### config.mk
export PLATFORM = sky130hd
export DESIGN_NAME = pwg_deflect_gen
export DESIGN_NICKNAME = d
export VERILOG_FILES = /design/src/rtl/pwg_pkg.sv /design/src/rtl/pwg_start_regs.sv /design/src/rtl/pwg_acc_chain.sv /design/src/rtl/pwg_out_stage.sv /design/src/rtl/pwg_deflect_gen.sv
export SDC_FILE = /design/constraint.sdc
export NUM_CORES = 1
export LEC_CHECK = 0
export ABC_AREA = 1
export BUFFER_PORTS_ARGS = -buffer_cell sky130_fd_sc_hd__buf_2
export CAP_MARGIN = 10
export CORE_MARGIN = 3
export CORE_UTILIZATION = 60
export DETAILED_ROUTE_END_ITERATION = 10
export GPL_TIMING_DRIVEN = 1
export PLACE_DENSITY = 0.77
export SKIP_LAST_GASP = 1
export SYNTH_ARGS = -nofsm -noshare
export SYNTH_HDL_FRONTEND = slang
export SYNTH_SLANG_ARGS = --single-unit
### constraint.sdc
create_clock -name clk -period 8 [get_ports clk]
set_input_delay 0.4 -clock clk [delete_from_list [all_inputs] [get_ports clk]]
set_output_delay 0.4 -clock clk [all_outputs]
set_load 0.01 [all_outputs]
### src/rtl/pwg_pkg.sv
package pwg_pkg;

    typedef enum logic {
        PROF_CUBIC   = 1'b0,
        PROF_QUARTIC = 1'b1
    } prof_e;

    localparam int DEF_DATA_W     = 12;
    localparam int DEF_GUARD_W    = 8;
    localparam int DEF_ADDR_W     = 3;
    localparam int DEF_SCALE_W    = 8;
    localparam int DEF_SCALE_FRAC = 7;

    function automatic int acc_count(prof_e p);
        return (p == PROF_QUARTIC) ? 5 : 4;
    endfunction

endpackage

### src/rtl/pwg_start_regs.sv
module pwg_start_regs #(
    parameter int NUM    = 4,
    parameter int DATA_W = 12,
    parameter int ADDR_W = 3
) (
    input  logic                          clk,
    input  logic                          rst_n,
    input  logic                          we_i,
    input  logic [ADDR_W-1:0]             addr_i,
    input  logic [DATA_W-1:0]             wdata_i,
    output logic [NUM-1:0][DATA_W-1:0]    start_o
);

    localparam logic [ADDR_W-1:0] LAST_ADDR = ADDR_W'(NUM - 1);

    typedef struct packed {
        logic [NUM-1:0][DATA_W-1:0] val;
    } regs_t;

    regs_t regs_d, regs_q;

    always_comb begin
        regs_d = regs_q;
        for (int k = 0; k < NUM; k++) begin
            if (we_i && (addr_i == ADDR_W'(k))) begin
                regs_d.val[k] = wdata_i;
            end
        end
    end

    always_ff @(posedge clk or negedge rst_n) begin
        if (!rst_n) begin
            regs_q <= '0;
        end else begin
            regs_q <= regs_d;
        end
    end

    assign start_o = regs_q.val;

    // out-of-range addresses leave every start value untouched
    assert_addr_ignore_R11: assert property (@(posedge clk) disable iff (!rst_n)
        (we_i && (addr_i > LAST_ADDR)) |=> $stable(start_o));

endmodule

### src/rtl/pwg_acc_chain.sv
module pwg_acc_chain #(
    parameter int NUM    = 4,
    parameter int DATA_W = 12,
    parameter int ACC_W  = 20
) (
    input  logic                          clk,
    input  logic                          rst_n,
    input  logic                          field_start_i,
    input  logic                          step_i,
    input  logic [NUM-1:0][DATA_W-1:0]    start_i,
    output logic signed [ACC_W-1:0]       acc0_o
);

    localparam int GUARD_W = ACC_W - DATA_W;

    typedef struct packed {
        logic [NUM-1:0][ACC_W-1:0] acc;
    } chain_t;

    chain_t chain_d, chain_q;

    function automatic logic [ACC_W-1:0] sext(input logic [DATA_W-1:0] v);
        return {{GUARD_W{v[DATA_W-1]}}, v};
    endfunction

    always_comb begin
        chain_d = chain_q;
        if (field_start_i) begin
            for (int k = 0; k < NUM; k++) begin
                chain_d.acc[k] = sext(start_i[k]);
            end
        end else if (step_i) begin
            for (int k = 0; k < NUM - 1; k++) begin
                chain_d.acc[k] = chain_q.acc[k] + chain_q.acc[k+1];
            end
        end
    end

    always_ff @(posedge clk or negedge rst_n) begin
        if (!rst_n) begin
            chain_q <= '0;
        end else begin
            chain_q <= chain_d;
        end
    end

    assign acc0_o = signed'(chain_q.acc[0]);

    // no pulse means no movement anywhere in the chain
    assert_hold_R9: assert property (@(posedge clk) disable iff (!rst_n)
        (!field_start_i && !step_i) |=> $stable(chain_q));

    // the top order is loaded from its start register
    assert_load_top_R2: assert property (@(posedge clk) disable iff (!rst_n)
        field_start_i |=> (chain_q.acc[NUM-1] == sext($past(start_i[NUM-1]))));

    // the highest order is constant across a step
    assert_top_const_R3: assert property (@(posedge clk) disable iff (!rst_n)
        (step_i && !field_start_i) |=> $stable(chain_q.acc[NUM-1]));

    // order 0 absorbs the old order-1 value
    assert_step_R3: assert property (@(posedge clk) disable iff (!rst_n)
        (step_i && !field_start_i) |=>
            (chain_q.acc[0] == $past(chain_q.acc[0]) + $past(chain_q.acc[1])));

endmodule

### src/rtl/pwg_out_stage.sv
module pwg_out_stage #(
    parameter int ACC_W      = 20,
    parameter int DATA_W     = 12,
    parameter int SCALE_W    = 8,
    parameter int SCALE_FRAC = 7,
    parameter bit USE_SCALE  = 1'b1
) (
    input  logic signed [ACC_W-1:0]   acc0_i,
    input  logic [SCALE_W-1:0]        scale_i,
    output logic signed [DATA_W-1:0]  wave_o
);

    localparam int PROD_W = ACC_W + SCALE_W + 1;
    localparam int SHR_W  = PROD_W - SCALE_FRAC;
    localparam logic signed [SHR_W-1:0] MAXV = SHR_W'((1 << (DATA_W - 1)) - 1);
    localparam logic signed [SHR_W-1:0] MINV = -SHR_W'(1 << (DATA_W - 1));

    logic signed [SHR_W-1:0] pre_clip;

    generate
        if (USE_SCALE) begin : g_scaled
            logic signed [PROD_W-1:0] prod;
            logic signed [PROD_W-1:0] rounded;
            always_comb begin
                prod     = PROD_W'(acc0_i) * PROD_W'(signed'({1'b0, scale_i}));
                rounded  = prod + PROD_W'(1 << (SCALE_FRAC - 1));
                pre_clip = SHR_W'(rounded >>> SCALE_FRAC);
            end
        end else begin : g_plain
            logic unused_scale;
            assign unused_scale = ^scale_i;
            assign pre_clip = SHR_W'(acc0_i);
        end
    endgenerate

    always_comb begin
        if (pre_clip > MAXV) begin
            wave_o = MAXV[DATA_W-1:0];
        end else if (pre_clip < MINV) begin
            wave_o = MINV[DATA_W-1:0];
        end else begin
            wave_o = pre_clip[DATA_W-1:0];
        end
    end

endmodule

### src/rtl/pwg_deflect_gen.sv
module pwg_deflect_gen
    import pwg_pkg::*;
#(
    parameter prof_e PROFILE    = PROF_CUBIC,
    parameter int    DATA_W     = DEF_DATA_W,
    parameter int    GUARD_W    = DEF_GUARD_W,
    parameter int    ADDR_W     = DEF_ADDR_W,
    parameter int    SCALE_W    = DEF_SCALE_W,
    parameter int    SCALE_FRAC = DEF_SCALE_FRAC
) (
    input  logic                      clk,
    input  logic                      rst_n,
    input  logic                      field_start_i,
    input  logic                      line_step_i,
    input  logic                      cfg_we_i,
    input  logic [ADDR_W-1:0]         cfg_addr_i,
    input  logic [DATA_W-1:0]         cfg_wdata_i,
    input  logic [SCALE_W-1:0]        beam_scale_i,
    input  logic                      retrace_i,
    output logic signed [DATA_W-1:0]  wave_o,
    output logic                      low_z_o
);

    localparam int NUM       = acc_count(PROFILE);
    localparam int ACC_W     = DATA_W + GUARD_W;
    localparam bit IS_CUBIC  = (PROFILE == PROF_CUBIC);
    localparam logic [SCALE_W-1:0] UNITY = SCALE_W'(1 << SCALE_FRAC);
    localparam logic signed [ACC_W-1:0] MAXA = ACC_W'((1 << (DATA_W - 1)) - 1);
    localparam logic signed [ACC_W-1:0] MINA = -ACC_W'(1 << (DATA_W - 1));

    typedef struct packed {
        logic low_z;
    } top_state_t;

    top_state_t st_d, st_q;

    logic [NUM-1:0][DATA_W-1:0] start_vals;
    logic signed [ACC_W-1:0]    acc0;

    pwg_start_regs #(
        .NUM    (NUM),
        .DATA_W (DATA_W),
        .ADDR_W (ADDR_W)
    ) u_start_regs (
        .clk     (clk),
        .rst_n   (rst_n),
        .we_i    (cfg_we_i),
        .addr_i  (cfg_addr_i),
        .wdata_i (cfg_wdata_i),
        .start_o (start_vals)
    );

    pwg_acc_chain #(
        .NUM    (NUM),
        .DATA_W (DATA_W),
        .ACC_W  (ACC_W)
    ) u_acc_chain (
        .clk           (clk),
        .rst_n         (rst_n),
        .field_start_i (field_start_i),
        .step_i        (line_step_i),
        .start_i       (start_vals),
        .acc0_o        (acc0)
    );

    pwg_out_stage #(
        .ACC_W      (ACC_W),
        .DATA_W     (DATA_W),
        .SCALE_W    (SCALE_W),
        .SCALE_FRAC (SCALE_FRAC),
        .USE_SCALE  (IS_CUBIC)
    ) u_out_stage (
        .acc0_i  (acc0),
        .scale_i (beam_scale_i),
        .wave_o  (wave_o)
    );

    always_comb begin
        st_d       = st_q;
        st_d.low_z = IS_CUBIC ? retrace_i : 1'b0;
    end

    always_ff @(posedge clk or negedge rst_n) begin
        if (!rst_n) begin
            st_q <= '0;
        end else begin
            st_q <= st_d;
        end
    end

    assign low_z_o = st_q.low_z;

    // impedance request follows retrace only in the cubic profile
    assert_low_z_follow_R8: assert property (@(posedge clk) disable iff (!rst_n)
        1'b1 |=> (low_z_o == (IS_CUBIC && $past(retrace_i))));

    // unscaled order-0 values above range clip to the top code
    assert_clip_hi_R6: assert property (@(posedge clk) disable iff (!rst_n)
        ((!IS_CUBIC || beam_scale_i == UNITY) && (acc0 > MAXA)) |->
            (wave_o == MAXA[DATA_W-1:0]));

    // unscaled order-0 values below range clip to the bottom code
    assert_clip_lo_R6: assert property (@(posedge clk) disable iff (!rst_n)
        ((!IS_CUBIC || beam_scale_i == UNITY) && (acc0 < MINA)) |->
            (wave_o == MINA[DATA_W-1:0]));

endmodule

==> results.toml <==
[critical_path]
slowest_stage = "fa_1"
worstPathCellList = "nand2_1, fa_1, inv_1, fa_1, fa_1, inv_1, fa_1, inv_1, ha_1, ha_1, nand2_1, nor4_2, a21oi_1, nand2_1, nand2_1, nand2_1, nand2_1, nor2_1, nand4_1, nand2_1, nand2_1, buf_2"
critical_path_class = "reg2out"
crit_family = "adder cells"
cp-start-kind = "flip-flop"
path_max_fanout = 11
crit_path_end_kind = "output port"
crit_top_cell = "nand2_1"
cpPeakStageDelay_ns = 0.67
crit_required_ns = 7.60
path_buf_inv = 4
worstPathArrival_ns = 5.94

[timing]
clock.fmax_ghz = 0.158
fin_ws_ns = 1.66
hold_viol = 0
period_minus_slack_ns = 6.34
slew_headroom_pct = 34.7
finalMaxSlewViolations = 0
hold_slack_ns = 0.0883
rsz0062_at_grt = "false"
final-setup-viol-count = 0
tightestPinTransition_ns = 0.980
fin_skew_ns = 0.0127
timing.final.crit_share_pct = 79.2
setup_tns_ns = 0

[yosys]
synth_most_common_cell = "nand2_1"
syn_area_per_cell_um2 = 7.54
syn-num-nets = 2121
yosysTopAreaCellShare_pct = 21.9
synth_edf_count = 0
ys_seq_area_share_pct = 21.9
ys_ff_latch = 121
ys_top_cells_by_count = "534 x nand2_1, 327 x inv_1, 131 x ha_1"
synthArstFlopShare_pct = 100
yosysTopAreaCell = "dfrtp_1"
synth_warnings = 0
ys_top_cells_by_area = "dfrtp_1 22%, fa_1 19%, nand2_1 15%, ha_1 12%, inv_1 8.9%"
syn_inst = 1832
synth-main-ff-cell = "dfrtp_1"
ys_types = 41
syn_area_um2 = 13800

[run_status]
status = "completed"

[drt]
wl_um = 32100
drt_first_pass_iters = 5
vias = 11692
wire_per_inst_um = 15.1
ant_nets = 0
avgViaCountPerCell = 5.50
drt-initial-drc-count = 757
drcViolationCount = 0

[cells_and_area]
diodes = 0
drive_gt1_share_pct = 6.33
area.growth.synth_to_final_pct = 6.83
nets = 2123
stdcell_count = 2127

[place]
placedCellCount = 2094
dp_slack_ns = 1.92
dp_hpwl_um = 25700
place.gp.congestion = 0.989
io_buffers = 41

[clocking]
root_buffer = "clkbuf_16"
cts_sinks = 121
numCtsBuffers = 17
cts_tree = "yes"
clock_path_buffers = 2
post_cts_resized = 0
cts_max_level = 4
clkLatencyLatePin_ns = 0.42
postCtsSetupRepairBufs = 0
path_clk_slew_ns = 0.06

[grt]
grt_usage_pct = 27.2
grt_max_degree = 78
first_global_vias = 12004
antenna_found_initial = 0
grt_overflow_total = 0
grt_pass1_wl_um = 54900

[die]
pin_count = 42
core_area_um2 = 22200
start_util_pct = 62.1
die_y_um = 158
rows = 54
die-area_um2 = 24900
die_w_um = 158

[run]
maxCapViolCount = 0

[min_path]
hold_path_class = "in2reg"
==> through the flow <==
| stage | cell area (µm²) | utilization (%) |
|---|---|---|
| floorplan | 13800 | - |
| global placement | 14100 | 63.6 |
| detailed placement | 14100 | 63.6 |
| CTS | 14800 | 66.4 |
| global route | 14800 | 66.4 |
| finish | 14800 | 66.4 |
==> worst reg2reg max path, delay by kind of cell, from the launching register on <==
family,cells,cell delay [ns]
flip-flops,1,0.51
AND/OR/NAND/NOR,2,0.17
XOR/XNOR,1,0.15
buffers and inverters,1,0.08
adder cells (fa/ha/maj),1,0.42
AO/OA/AOI/OAI,6,1.18
==> final timing paths <==
check                                                startpoint                                    to  slack (ns)  cells after the start
min                                                   retrace_i                     low_z_o$_DFF_PN0_        0.09                      1
max in group asynchronous                                 rst_n   u_acc_chain.chain_q[33]$_DFFE_PN0P_        6.09                      3
min in group asynchronous                                 rst_n  u_start_regs.start_o[38]$_DFFE_PN0P_        0.51                      2
min reg2reg                u_start_regs.start_o[43]$_DFFE_PN0P_   u_acc_chain.chain_q[67]$_DFFE_PN0P_        0.48                      2
max reg2reg                   u_acc_chain.acc0_o[3]$_DFFE_PN0P_    u_acc_chain.acc0_o[16]$_DFFE_PN0P_        5.40                     11
max                          u_acc_chain.acc0_o[19]$_DFFE_PN0P_                            wave_o[10]        1.66                     22
==> repair_timing <==
item                                   4_1_cts  5_1_grt
endpoints found under the hold margin       27        0
setup endpoints to repair                    0        0
hold buffers                                 1        0
==> cell type report <==
class / instances / area [µm²]
Clock buffer: 17 / 425
Clock inverter: 15 / 176
Fill cell: 1889 / 7480
Inverter: 328 / 1230
Multi-Input combinational cell: 1319 / 9280
Sequential cell: 121 / 3030
Tap cell: 280 / 350
Timing Repair Buffer: 47 / 255
==> state kept, by name (all words and copies together), names as in the netlist <==
signal and flops:
u_acc_chain.acc0_o 20, u_acc_chain.chain_q 52, u_start_regs.start_o 48, low_z_o 1
==> logic make-up (layout without fill, tap and decap cells) <==
kind of cell / count (synthesis) / count (layout) / share of synthesized area [%]
fa+ha+maj: 260 / 260 / 30.6
xor+xnor: 52 / 52 / 3.30
simple gates: 709 / 709 / 21.4
compound gates: 298 / 298 / 11.9
buf+inv: 392 / 407 / 10.9
flops: 121 / 121 / 21.9
==> per-layer routing <==
metal  vias to the layer above  wire, µm  track usage [%]
li1                       5767         -                -
met1                      5599     13700             33.2
met2                       260     16500             49.7
met3                        66       860             2.21
met4                         0      1020             10.6
met5                         -         0                0
==> placed cells by master (no fill, tap or decap), drive strengths merged, types with 6 or more instances in the layout <==
master and instances:
o21ai 115, clkbuf 17, nand4 14, ha 131, nor3 13, clkinv 9, nor2 60, o31ai 6
o211ai 21, a31oi 7, o21bai 8, inv 328, buf 46, dfrtp 121, fa 129, nand2 554
nand3 56, xnor2 26, xor2 26, a21oi 125
Power is not shown: default switching activity piles up to over one toggle a cycle in this logic, so the estimate is an artifact.
